`src/rtl/can_stat_pkg.sv`:
```
package can_stat_pkg;
  localparam int BIT_BUSOFF = 7;
  localparam int BIT_WARN   = 6;
  localparam int BIT_TXACT  = 5;
  localparam int BIT_RXACT  = 4;
  localparam int BIT_TXDONE = 3;
  localparam int BIT_TXFREE = 2;
  localparam int BIT_OVR    = 1;
  localparam int BIT_RXFULL = 0;
  localparam int STAT_W     = 8;
endpackage

```
`src/rtl/can_act_flag.sv`:
```
module can_act_flag (
  input  logic clk,
  input  logic rst,
  input  logic set_i,
  input  logic clr_i,
  output logic flag_o
);
  always_ff @(posedge clk) begin
    if (rst)        flag_o <= 1'b0;
    else if (set_i) flag_o <= 1'b1;
    else if (clr_i) flag_o <= 1'b0;
  end

  p_set_wins_r5: assert property (@(posedge clk) disable iff (rst)
    set_i |=> flag_o);
endmodule

```
`src/rtl/can_tx_track.sv`:
```
module can_tx_track (
  input  logic clk,
  input  logic rst,
  input  logic req_i,
  input  logic ok_i,
  input  logic wr_i,
  output logic locked_o,
  output logic done_o,
  output logic reject_o
);
  always_ff @(posedge clk) begin
    if (rst) begin
      locked_o <= 1'b0;
      done_o   <= 1'b1;
      reject_o <= 1'b0;
    end else begin
      reject_o <= wr_i && locked_o;
      if (locked_o) begin
        if (ok_i) begin
          locked_o <= 1'b0;
          done_o   <= 1'b1;
        end
      end else if (req_i) begin
        locked_o <= 1'b1;
        done_o   <= 1'b0;
      end
    end
  end

  p_req_locks_r7: assert property (@(posedge clk) disable iff (rst)
    (!locked_o && req_i) |=> (locked_o && !done_o));
  p_ok_frees_r8: assert property (@(posedge clk) disable iff (rst)
    (locked_o && ok_i) |=> (!locked_o && done_o));
  p_reject_single_r9: assert property (@(posedge clk) disable iff (rst)
    (reject_o && !(wr_i && locked_o)) |=> !reject_o);
endmodule

```
`src/rtl/can_rx_track.sv`:
```
module can_rx_track #(
  parameter int DEPTH = 2
) (
  input  logic clk,
  input  logic rst,
  input  logic acc_i,
  input  logic rel_i,
  input  logic clr_i,
  output logic avail_o,
  output logic ovr_o
);
  localparam int CW = $clog2(DEPTH + 1);

  logic [CW-1:0] cnt, eff, cnt_nxt;
  logic          full_eff;

  always_comb begin
    eff      = cnt - CW'(rel_i && (cnt != '0));
    full_eff = (eff == CW'(DEPTH));
    cnt_nxt  = eff + CW'(acc_i && !full_eff);
  end

  always_ff @(posedge clk) begin
    if (rst) begin
      cnt   <= '0;
      ovr_o <= 1'b0;
    end else begin
      cnt <= cnt_nxt;
      if (acc_i && full_eff) ovr_o <= 1'b1;
      else if (clr_i)        ovr_o <= 1'b0;
    end
  end

  assign avail_o = (cnt != '0);

  p_cnt_bound_r10: assert property (@(posedge clk) disable iff (rst)
    cnt <= CW'(DEPTH));
  p_full_acc_r11: assert property (@(posedge clk) disable iff (rst)
    (cnt == CW'(DEPTH) && acc_i && !rel_i) |=> (ovr_o && cnt == CW'(DEPTH)));
  p_ovr_hold_r12: assert property (@(posedge clk) disable iff (rst)
    (ovr_o && !clr_i) |=> ovr_o);
  p_rel_empty_r13: assert property (@(posedge clk) disable iff (rst)
    (cnt == '0 && rel_i && !acc_i) |=> (cnt == '0));
endmodule

```
`src/rtl/can_status_reg.sv`:
```
module can_status_reg
  import can_stat_pkg::*;
#(
  parameter int CNT_W      = 8,
  parameter int WARN_LIMIT = 96,
  parameter int ADDR_W     = 3,
  parameter int STAT_ADDR  = 2,
  parameter int RX_BUFS    = 2
) (
  input  logic              clk,
  input  logic              rst,
  input  logic              tx_start_i,
  input  logic              tx_end_i,
  input  logic              tx_ok_i,
  input  logic              rx_start_i,
  input  logic              rx_end_i,
  input  logic              rx_accept_i,
  input  logic              bus_off_i,
  input  logic [CNT_W-1:0]  tx_err_cnt_i,
  input  logic [CNT_W-1:0]  rx_err_cnt_i,
  input  logic              cmd_tx_req_i,
  input  logic              cmd_rel_rx_i,
  input  logic              cmd_clr_ovr_i,
  input  logic              txb_wr_i,
  output logic              txb_reject_o,
  input  logic              rd_en_i,
  input  logic [ADDR_W-1:0] rd_addr_i,
  output logic [STAT_W-1:0] rd_data_o
);
  logic tx_act, rx_act, tx_locked, tx_done, rx_avail, rx_ovr, warn;
  logic [STAT_W-1:0] status;

  can_act_flag u_tx_act (.clk(clk), .rst(rst), .set_i(tx_start_i),
                         .clr_i(tx_end_i), .flag_o(tx_act));
  can_act_flag u_rx_act (.clk(clk), .rst(rst), .set_i(rx_start_i),
                         .clr_i(rx_end_i), .flag_o(rx_act));

  can_tx_track u_tx (.clk(clk), .rst(rst), .req_i(cmd_tx_req_i), .ok_i(tx_ok_i),
                     .wr_i(txb_wr_i), .locked_o(tx_locked), .done_o(tx_done),
                     .reject_o(txb_reject_o));

  can_rx_track #(.DEPTH(RX_BUFS)) u_rx (.clk(clk), .rst(rst), .acc_i(rx_accept_i),
                     .rel_i(cmd_rel_rx_i), .clr_i(cmd_clr_ovr_i),
                     .avail_o(rx_avail), .ovr_o(rx_ovr));

  always_comb begin
    warn = (tx_err_cnt_i >= CNT_W'(WARN_LIMIT)) || (rx_err_cnt_i >= CNT_W'(WARN_LIMIT));
    status             = '0;
    status[BIT_BUSOFF] = bus_off_i;
    status[BIT_WARN]   = warn;
    status[BIT_TXACT]  = tx_act;
    status[BIT_RXACT]  = rx_act;
    status[BIT_TXDONE] = tx_done;
    status[BIT_TXFREE] = !tx_locked;
    status[BIT_OVR]    = rx_ovr;
    status[BIT_RXFULL] = rx_avail;
  end

  always_ff @(posedge clk) begin
    if (rst)                                               rd_data_o <= '0;
    else if (rd_en_i && rd_addr_i == ADDR_W'(STAT_ADDR))   rd_data_o <= status;
    else                                                   rd_data_o <= '0;
  end

  p_rd_quiet_r2: assert property (@(posedge clk) disable iff (rst)
    !rd_en_i |=> (rd_data_o == '0));
  p_busoff_r3: assert property (@(posedge clk) disable iff (rst)
    (rd_en_i && rd_addr_i == ADDR_W'(STAT_ADDR)) |=> (rd_data_o[BIT_BUSOFF] == $past(bus_off_i)));
endmodule

```
`config.mk`:
```
export PLATFORM = sky130hd
export DESIGN_NAME = can_status_reg
export DESIGN_NICKNAME = d
export VERILOG_FILES = /design/src/rtl/can_stat_pkg.sv /design/src/rtl/can_act_flag.sv /design/src/rtl/can_tx_track.sv /design/src/rtl/can_rx_track.sv /design/src/rtl/can_status_reg.sv
export SDC_FILE = /design/constraint.sdc
export NUM_CORES = 1
export LEC_CHECK = 0
export BUFFER_PORTS_ARGS = -buffer_cell sky130_fd_sc_hd__buf_2
export CAP_MARGIN = 20
export CORE_UTILIZATION = 38
export CTS_CLUSTER_SIZE = 30
export DETAILED_ROUTE_END_ITERATION = 10
export PLACE_DENSITY = 0.84
export SKIP_LAST_GASP = 1
export SLEW_MARGIN = 25
export SYNTH_ARGS = -nofsm -noshare
export SYNTH_HDL_FRONTEND = slang
export SYNTH_SLANG_ARGS = --single-unit
```
`constraint.sdc`:
```
create_clock -name clk -period 1.7 [get_ports clk]
set_input_delay 0.17 -clock clk [delete_from_list [all_inputs] [get_ports clk]]
set_output_delay 0.17 -clock clk [all_outputs]
set_load 0.01 [all_outputs]
```
Yosys cells after proc, flatten, opt, wreduce, memory -nomap -nowiden. Index checks and enable logic that the tools add are counted.

Input bits: 33. Memories kept: 0. Memory bits (writable): 0. Register bits: 16. Latch bits: 0. Output and inout bits: 9. Memory bits (read-only): 0.

Div/mod/pow operators: 0. Equal/unequal tests: 3. Reduce and logical (&&, ||, !) cells: 15. Multipliers: 0. Order comparisons: 2. $add $sub $neg: 2. Shift-type cells: 0. Bitwise operators: 1. Muxes and demuxes: 12.

Operators by type and width (count): 8-bit by 7-bit >= comparator with 1-bit output (second input constant) (2); 1-bit 2-to-1 mux (12); 2-bit nonzero test (5); 1-bit logical AND (5); 3-bit by 2-bit equality test with 1-bit output (second input constant) (1); 2-bit by 1-bit adder with 2-bit output (1); 2-bit equality test (second input constant) (1); 1-bit logical NOT (2); 2-bit != test (second input constant) (1); 2-bit AND reduction (1); 2-bit OR reduction (1); 2-bit by 1-bit subtractor with 2-bit output (1); 1-bit logical OR (1); 1-bit NOT (1).

Longest topological paths before layout. Gate-level depths: netlist of the first run.

Word-level depth: 7. Mapped depth: 5.

Modules after synthesis. A second synthesis of the first run with hierarchy kept.

Cells, all modules: 55. Area, all modules: 620.6 sq um.

Modules (own cells, without submodules): can_status_reg (seq. area each 160.2 sq um, times used 1, area each 291.5 sq um, cells each 21); can_rx_track (seq. area each 60.1 sq um, times used 1, area each 151.4 sq um, cells each 17); can_tx_track (seq. area each 60.1 sq um, times used 1, area each 100.1 sq um, cells each 9); can_act_flag (seq. area each 20.0 sq um, times used 2, area each 38.8 sq um, cells each 4).

Worst setup path before layout of the first run. Ideal clock, no wire load.

Kind: register to register. From: reg u_rx.cnt[1]. To: reg u_rx.cnt[1]. Library setup time: 0.115 ns. Path buffers: 0. Setup slack: 0.470 ns. Arrival time: 1.116 ns. Data required time: 1.585 ns. Cell stages (with the launch flop): 6. Cell sequence: dfxtp_1 -> o21a_1 -> ha_1 -> nor2b_1 -> xnor2_1 -> nor2_1.

Cells in the longest elaborated chain, start to end: 7.

Ends and longest elaborated chain: start: declaration (RTL line can_rx_track.sv:14) `logic [CW-1:0] cnt, eff, cnt_nxt;`; start signal: assignment (RTL line can_rx_track.sv:28) `cnt <= cnt_nxt;`; 2-bit nonzero test (RTL line can_rx_track.sv:18) `eff = cnt - CW'(rel_i && (cnt != '0));`; 1-bit logical AND (RTL line can_rx_track.sv:18); 2-bit by 1-bit subtractor with 2-bit output * (RTL line can_rx_track.sv:18); 2-bit equality test (RTL line can_rx_track.sv:19) `full_eff = (eff == CW'(DEPTH));`; 1-bit logical NOT (RTL line can_rx_track.sv:20) `cnt_nxt = eff + CW'(acc_i && !full_eff);`; 1-bit logical AND (RTL line can_rx_track.sv:20); 2-bit by 1-bit adder with 2-bit output * (RTL line can_rx_track.sv:20).

Mark *: on every way between the ends. The rest lies on a longest branch, timed or not. A chain may end at the register's enable or synchronous reset.

Worst setup path in the final report of the first run. Same ends and word-level chain as after synthesis.

==> results.toml, run 1 <==
[status]
status = "finished, final reports clean"

[synth]
synth-xor-area-share = 0.0301
synth_warnings = 0
synth_cells = 55
netlist_area_um2 = 582
synthTopCellsByArea = "dfxtp_1 55%, and2_1 5.4%, a21oi_1 4.3%"
synth_seq_area_share = 0.551
async_flop_share = 0
syn_nets = 89
yosys.area_share.adder = 0.0215
synth.most_common_cell = "dfxtp_1"
synth.largest_area_cell = "dfxtp_1"
ys_ff_latch = 16
yosys.area_share.simple = 0.234
yosys.cell_types.count = 21
synth_top_flop_cell = "dfxtp_1"
avgSynthCellArea_um2 = 10.6
yosys.area.top_type_share = 0.551
synth-edff-count = 0
synth_compound_area_frac = 0.125
synth_top_family_by_area = "simple AND/OR/NAND/NOR gates"
muxShareOfSynthArea = 0
ys_top_cells_by_count = "16 x dfxtp_1, 6 x nor2_1, 5 x a21oi_1, 5 x and2_1"

[routing]
wl_per_cell_um = 10.1
ant_nets = 0
drt-total-wl_mm = 1.04
initialDrtViolationCount = 7
via_count = 471
drc = 0
vias_per_cell = 4.57
dr.pass1.iters = 2

[global_routing]
track_usage = 0.133
antenna_found_initial = 0
grt_max_degree = 10
grt_pass1_wl_mm = 1.35
grt_pass1_vias = 341
grt_overflow_total = 0

[power_and_ir_drop]
internal_power_uw = 564
p_switching_uw = 194
max-vdd-ir-drop_v = 0.000482
leakage_nw = 0.392
power_frac_comb = 0.194
cellPowerDensity_nw_per_um2 = 989
p_seq_frac = 0.560
swShare = 0.256
clkPwrFrac = 0.246

[floorplan]
die_width_um = 41.1
dieArea_um2 = 1690
initial_core_util = 0.426
die_y_um = 41.1
ios = 42
core_um2 = 1370
row_count = 13

[worst_setup_path]
worstSetupEndpointType = "flip-flop"
critPathLaunch = "u_rx.cnt[1]$_SDFF_PP0_"
critical_path_class = "reg -> reg"
reg2regPathDepth = 5
crit_path_end = "u_rx.cnt[1]$_SDFF_PP0_"
r2r_slack_ns = 0.40
r2r_start = "u_rx.cnt[1]$_SDFF_PP0_"
cp_max_fo = 5
worstSetupStartpointType = "flip-flop"
arrival_ns = 1.48
worstReg2RegEnd = "u_rx.cnt[1]$_SDFF_PP0_"
required_ns = 1.87

[place]
gp_congestion = 0.697
placed_area_um2 = 744
dp.cells = 100
place_ws_ns = 0.408
portBuffers = 31

[sta]
finalSetupTns_ns = 0
hold_viol_final = 0
relSlewSlack = 0.824
drv_slew = 0
finClkSkew_ns = 0.000360
post-route-min-period_ns = 1.30
fin_ws_ns = 0.396
clock.fmax_mhz = 767
setup_violations = 0
tightest_slew_ns = 0.262
rsz0062_at_grt = "false"
finalCritPeriodShare = 0.767

[clocking]
clkSlewWorstSetupHoldPaths_ns = 0.08
clk_latency_ns = 0.27
cts_tree = "done"
postCtsHoldBufs = 0
numCtsBuffers = 3
htreeDepth = 1
ctsResizeCount = 0
cts_setup_buffers = 0
cts_buffer_depth = 2
clock-root-buffer = "clkbuf_4"
cts_sinks = 16

[cells_and_area]
drive_gt1_frac = 0.420
num-nets-final = 124
fin_cells = 103
fin_area_um2 = 767
area_delta_synth_final_pct = 31.8
antenna_cells = 0

[run]
maxCapViolCount = 0

[min_path]
worstHoldPathType = "in -> reg"
stage by stage:
step | power [mW] | util | hold slack (ns)
after floorplan | 0.536 | - | 0.248
after global placement | 0.573 | 0.545 | 0.373
after detailed placement | 0.581 | 0.545 | 0.379
after CTS | 0.767 | 0.561 | 0.0818
after global routing | 0.803 | 0.561 | 0.0842
final | 0.759 | 0.561 | 0.0869
area by class of cell:
cell class                      instances  area [um^2]
Clock buffer                            3         22.5
Fill cell                             127          599
Inverter                                3         11.3
Multi-Input combinational cell         35          239
Sequential cell                        16          320
Tap cell                               15         18.8
Timing Repair Buffer                   31          155
worst max-delay path: stages, from the launching register on:
cell,delay [ns]
dfxtp_1,0.36
o21a_1,0.20
ha_1,0.32
nor2b_1,0.15
xnor2_1,0.12
nor2_1,0.05
power groups by stage:
stage / logic, mW / clock network (mW) / registers, mW
final: 0.147 / 0.186 / 0.425
after global placement: 0.141 / 0 / 0.432
after detailed placement: 0.148 / 0 / 0.434
after CTS: 0.149 / 0.193 / 0.425
after global routing: 0.167 / 0.207 / 0.428
after floorplan: 0.104 / 0 / 0.431
sequential cells by signal (all words and copies together), names as in the netlist:
register,flops
rd_data_o,8
u_rx.cnt,2
u_rx.ovr_o,1
u_rx_act.flag_o,1
u_tx.done_o,1
u_tx.locked_o,1
u_tx.reject_o,1
u_tx_act.flag_o,1
routing by layer:
metal	wire, um	up-vias	global-route usage
li1	-	249	-
met1	423	200	0.124
met2	524	20	0.234
met3	82	2	0.0326
met4	12	0	0.121
met5	0	-	0
worst min path at each step:
| stage | cells past startpoint | endpoint | slack, ns | start |
|---|---|---|---|---|
| floorplan | 1 | rd_data_o[2]$_SDFF_PP0_ | 0.25 | rd_addr_i[0] |
| global placement | 2 | u_tx.locked_o$_SDFF_PP0_ | 0.37 | tx_ok_i |
| detailed placement | 2 | u_tx.locked_o$_SDFF_PP0_ | 0.38 | tx_ok_i |
| CTS | 2 | u_tx.locked_o$_SDFF_PP0_ | 0.08 | tx_ok_i |
| global route | 2 | rd_data_o[7]$_SDFF_PP0_ | 0.08 | bus_off_i |
| finish | 2 | u_tx.locked_o$_SDFF_PP0_ | 0.09 | tx_ok_i |
cell families after synthesis:
family	count (synthesis)
buffers and inverters	4
DFF	16
AOI/OAI and AO/OA	11
adders and majority gates	1
and+or+nand+nor	21
xor gates and xnor gates	2
layout by cell type, fill, tap and decap left out, drive strengths merged:
master,instances
a22o,1
and2,5
buf,31
o21bai,1
nor4,1
nand2b,3
a21oi,5
nor3,1
nor2,6
xor2,1
clkbuf,3
o31a,1
and3b,1
nand3,1
ha,1
nor2b,3
a211oi,1
xnor2,1
o21a,2
dfxtp,16
inv,3
(Power assumes the default switching activity.)
==> run 2, diff against run 1 <==
==> constraint.sdc (replaced) <==
create_clock -name clk -period 1.3 [get_ports clk]
set_input_delay 0.13 -clock clk [delete_from_list [all_inputs] [get_ports clk]]
set_output_delay 0.13 -clock clk [all_outputs]
set_load 0.01 [all_outputs]
==> run 2 against run 1 <==
  * Combinational power increased by 62%
  * Clock-buffer cell count unchanged
  * Sequential cell count unchanged
  * Global-route usage increased by 1.1 points
  * Wire length decreased by 3.0%
  * Sequential share of layout area decreased by 1.1 points
  * Non-clock buffer count increased by 1
  * Setup slack got worse by 0.26 ns
  * Clock power increased by 28%
  * Core utilization increased by 1.5 points
  * Largest power group unchanged
==> results.toml, run 2 (synthesis gave the netlist of run 1 again) <==
[worst_setup_path]
critical_path_class = "reg -> reg"
cp_slowest_cell = "dfxtp_1"
worstSetupEndpointType = "flip-flop"
path_cells = "o21a_1, ha_4, nor2b_1, xnor2_1, nor2_1"
arrival_ns = 1.33
cp_max_fo = 4
required_ns = 1.47
slowest_delay_ns = 0.33
worstSetupStartpointType = "flip-flop"
cp_top_family = "flip-flops"
critPathBufInv = 0

[clocking]
cts_buffer_depth = 2
cts_setup_buffers = 0
clk_latency_ns = 0.26
clock-root-buffer = "clkbuf_4"
cts_sinks = 16
numCtsBuffers = 3
clkSlewWorstSetupHoldPaths_ns = 0.08
htreeDepth = 1
cts_tree = "done"

[cells_and_area]
layout.cells.most_common = "buf_2"
fill_cells = 130
largest_reg_flops = 8
reg_top3 = "rd_data_o: 8 flops, u_rx.cnt: 2 flops"
multi_input_area_um2 = 251
fin_cells = 104
drive_gt1_frac = 0.438
regArea_um2 = 320
largest_register = "rd_data_o"
num-nets-final = 125
mostFrequentLayoutCells = "31 x buf_2, 16 x dfxtp_1, 6 x nor2_1, 5 x a21oi_1, 5 x and2_1"
antenna_cells = 0
area_delta_synth_final_pct = 35.3

[sta]
hold_viol_final = 0
clock.fmax_mhz = 857
finalCritPeriodShare = 0.898
post-route-min-period_ns = 1.17
drv_slew = 0
rsz0062_at_grt = "false"
finalSetupTns_ns = 0
relSlewSlack = 0.823
tightest_slew_ns = 0.264
setup_violations = 0
finClkSkew_ns = 0.000377

[routing]
dr.pass1.iters = 2
drc = 0
wl_per_cell_um = 9.73
initialDrtViolationCount = 3
vias_per_cell = 4.51
drt-total-wl_mm = 1.01
ant_nets = 0
via_count = 469

[floorplan]
initial_core_util = 0.426
row_count = 13
die_width_um = 41.1
dieArea_um2 = 1690
core_um2 = 1370
die_y_um = 41.1
ios = 42

[power_and_ir_drop]
max-vdd-ir-drop_v = 0.000545
power_frac_comb = 0.233
p_seq_frac = 0.535
internal_power_uw = 766
leakage_nw = 0.398
clkPwrFrac = 0.232
cellPowerDensity_nw_per_um2 = 1300
p_switching_uw = 258
swShare = 0.252

[global_routing]
grt_pass1_vias = 386
grt_max_degree = 10
grt_pass1_wl_mm = 1.52
antenna_found_initial = 0
grt_overflow_total = 0
track_usage = 0.144

[place]
hpwl_um = 804
dp.cells = 101
gp_congestion = 0.708
portBuffers = 31

[run]
maxCapViolCount = 0

[min_path]
worstHoldPathType = "in -> reg"

[status]
status = "finished, final reports clean"
run 2: cell types whose count changed in the layout (fill, tap and decap cells not counted), sizes merged:
cell	change
buf	+1
run 2: worst paths after layout:
kind                         endpoint  slack [ns]               startpoint  depth (start not counted)
max            u_rx.cnt[1]$_SDFF_PP0_        0.13   u_rx.cnt[1]$_SDFF_PP0_                          5
min          u_tx.locked_o$_SDFF_PP0_        0.06                  tx_ok_i                          2
max reg2reg    u_rx.cnt[1]$_SDFF_PP0_        0.13   u_rx.cnt[1]$_SDFF_PP0_                          5
min reg2reg   rd_data_o[1]$_SDFF_PP0_        0.46  u_rx.ovr_o$_SDFFE_PP0P_                          1
run 2: area by class of cell:
class / instances / share of cell area
Sequential cell: 16 / 0.407
Multi-Input combinational cell: 35 / 0.320
Inverter: 3 / 0.0143
Tap cell: 15 / 0.0238
Timing Repair Buffer: 32 / 0.207
Clock buffer: 3 / 0.0286
run 2: routing by layer:
metal	GRT usage	share of wire	routed length [um]
met1	0.144	0.41	417
met2	0.250	0.47	480
met3	0.0326	0.093	94
met4	0.121	0.019	19
met5	0	0	0
run 2: power by group through the flow:
| stage | Combinational (mW) | Sequential (mW) | Clock (mW) |
|---|---|---|---|
| 2_1_floorplan | 0.137 | 0.564 | 0 |
| 3_3_place_gp | 0.205 | 0.558 | 0 |
| 3_5_place_dp | 0.212 | 0.559 | 0 |
| 4_1_cts | 0.213 | 0.548 | 0.244 |
| 5_1_grt | 0.272 | 0.553 | 0.273 |
| 6_report | 0.238 | 0.548 | 0.238 |
run 2: worst register-to-register path: cells and delay by family, from the launching register on:
family	cells	cell delay (ns)
and+or+nand+nor	2	0.18
DFF	1	0.33
xor gates and xnor gates	1	0.13
adders and majority gates	1	0.23
AOI/OAI and AO/OA	1	0.21
run 2: metrics by stage:
step	hold slack, ns	power, mW	utilization	worst slack [ns]	instance area [um^2]
after CTS	0.0492	1.00	0.567	0.0508	774
after global routing	0.0392	1.10	0.576	0.0768	787
after global placement	0.333	0.762	0.550	0.0841	752
final	0.0557	1.02	0.576	0.133	787
after floorplan	0.208	0.700	-	0.0695	582
after detailed placement	0.333	0.771	0.550	0.0619	752
run 2: what timing repair did:
action / in CTS / in global routing
resized for setup: 0 / 1
hold buffers: 0 / 0
endpoints found under the setup margin: 0 / 1
==> run 3, diff against run 2 <==
--- a/config.mk
+++ b/config.mk
@@ -5,12 +5,12 @@
 export SDC_FILE = /design/constraint.sdc
 export NUM_CORES = 1
 export LEC_CHECK = 0
-export BUFFER_PORTS_ARGS = -buffer_cell sky130_fd_sc_hd__buf_2
 export CAP_MARGIN = 20
-export CORE_UTILIZATION = 38
+export CORE_UTILIZATION = 40
 export CTS_CLUSTER_SIZE = 30
 export DETAILED_ROUTE_END_ITERATION = 10
-export PLACE_DENSITY = 0.84
+export DONT_BUFFER_PORTS = 1
+export PLACE_DENSITY = 0.62
 export SKIP_LAST_GASP = 1
 export SLEW_MARGIN = 25
 export SYNTH_ARGS = -nofsm -noshare
==> run 3 against run 2 <==
  * The run now ends with hold timing left
  * Maximum frequency fell by 6.7%
  * Sequential cell count did not move
  * Largest cell class unchanged
  * Critical endpoint is now rd_data_o[2]$_SDFF_PP0_
  * Design area fell by 8.9%
  * Final cell count fell by 21%
  * Via count fell by 15%
  * Critical path depth fell by 2
  * Non-clock buffer count fell by 23
  * Total power rose by 3.5%
  * Global-route usage fell by 0.18 points
  * Register-to-register slack got worse by 0.08 ns
==> results.toml, run 3 (synthesis gave the netlist of run 1 again) <==
[status]
status = "complete, but fails checks"
violations = "hold timing"

[cells_and_area]
largest_register = "rd_data_o"
mostFrequentLayoutCells = "15 x dfxtp_1, 8 x dlygate4sd3_1, 6 x nor2_1, 5 x a21oi_1, 5 x and2_1"
num-nets-final = 102
layout.cells.most_common = "dfxtp_1"
drive_gt1_frac = 0.149
fin_cells = 82
area_delta_synth_final_pct = 23.2
fill_cells = 128
reg_top3 = "rd_data_o: 8 flops, u_rx.cnt: 2 flops"
largest_reg_flops = 8
antenna_cells = 0
fin_area_um2 = 717

[power_and_ir_drop]
power_frac_comb = 0.182
clkPwrFrac = 0.296
internal_power_uw = 803
leakage_nw = 0.305
p_switching_uw = 257
max-vdd-ir-drop_v = 0.000808
swShare = 0.243
cellPowerDensity_nw_per_um2 = 1480
p_seq_frac = 0.521

[floorplan]
die_y_um = 40.1
ios = 42
core_um2 = 1330
die_width_um = 40.1
initial_core_util = 0.436
dieArea_um2 = 1610
row_count = 13

[run]
maxCapViolCount = 0

[sta]
tightest_slew_ns = 0.274
finalCritPeriodShare = 0.962
hold_viol_final = 1
relSlewSlack = 0.817
drv_slew = 0
rsz0062_at_grt = "true"
finClkSkew_ns = 0.000777
clock.fmax_mhz = 799
setup_violations = 0
post-route-min-period_ns = 1.25
whs_ns = -0.0166

[global_routing]
grt_pass1_wl_mm = 1.41
grt_overflow_total = 0
track_usage = 0.143
grt_pass1_vias = 356
grt_max_degree = 10
antenna_found_initial = 0

[routing]
ant_nets = 0
drc = 0
via_count = 398
initialDrtViolationCount = 1
drt-total-wl_um = 957
wl_per_cell_um = 11.7
dr.pass1.iters = 4
vias_per_cell = 4.85

[worst_setup_path]
required_ns = 1.52
worstSetupEndpointType = "flip-flop"
critical_path_class = "in -> reg"
arrival_ns = 1.47
worstSetupStartpointType = "primary input"
cp_max_fo = 2

[clocking]
cts_setup_buffers = 0
cts_sinks = 16
clk_latency_ns = 0.27
clkSlewWorstSetupHoldPaths_ns = 0.09
htreeDepth = 1
numCtsBuffers = 3
clock-root-buffer = "clkbuf_4"
cts_buffer_depth = 2
cts_tree = "done"

[place]
gp_congestion = 0.556
portBuffers = 0
placed_area_um2 = 597
dp.cells = 70

[min_path]
worstHoldPathType = "in -> reg"
run 3: path summary, 6_finish.rpt:
check / startpoint / end / slack [ns] / cells after the start
max: rd_addr_i[0] / rd_data_o[2]$_SDFF_PP0_ / 0.05 / 3
min: tx_err_cnt_i[7] / rd_data_o[6]$_SDFF_PP0_ / -0.02 / 1
max reg2reg: u_rx.cnt[0]$_SDFF_PP0_ / u_rx.cnt[1]$_SDFF_PP0_ / 0.05 / 5
min reg2reg: u_tx_act.flag_o$_SDFFE_PP0P_ / rd_data_o[5]$_SDFF_PP0_ / 0.46 / 1
run 3: critical path: stages:
cell and delay [ns]:
dlygate4sd3_1 0.54, nor4_1 0.23, dlygate4sd3_1 0.57
run 3: power groups by stage:
stage,clock network [mW],logic [mW],registers (mW)
after global routing,0.340,0.218,0.558
after detailed placement,0,0.170,0.564
after CTS,0.326,0.191,0.553
after floorplan,0,0.137,0.564
final,0.314,0.193,0.553
after global placement,0,0.164,0.561
run 3: layer usage:
| layer | GRT usage | up-vias | wire (um) |
|---|---|---|---|
| li1 | - | 208 | - |
| met1 | 0.149 | 168 | 414 |
| met2 | 0.230 | 20 | 450 |
| met3 | 0.0222 | 2 | 72 |
| met4 | 0.155 | 0 | 19 |
| met5 | 0 | - | 0 |
run 3: stage by stage:
stage	setup slack, ns	TNS, ns	util	total power [mW]
2_1_floorplan	0.0695	0	-	0.700
3_3_place_gp	0.0817	0	0.447	0.725
3_5_place_dp	0.0300	0	0.447	0.734
4_1_cts	0.00750	0	0.542	1.07
5_1_grt	-0.0279	-0.0279	0.538	1.12
6_report	0.0492	0	0.538	1.06
run 3: repair_timing:
item | 4_1_cts | 5_1_grt
gates resized for setup | 0 | 2
hold buffers | 9 | 0
hold endpoints to repair | 10 | 0
setup endpoints to repair | 0 | 3
run 3: area by class of cell:
class                      instances  area, um^2  share of cell area
clock buffer                       4        36.3              0.0506
inverter                           3        11.3              0.0157
multi-input combinational         35         241               0.337
sequential                        16         322               0.449
tap                               15        18.8              0.0262
timing repair buffer               9        87.6               0.122
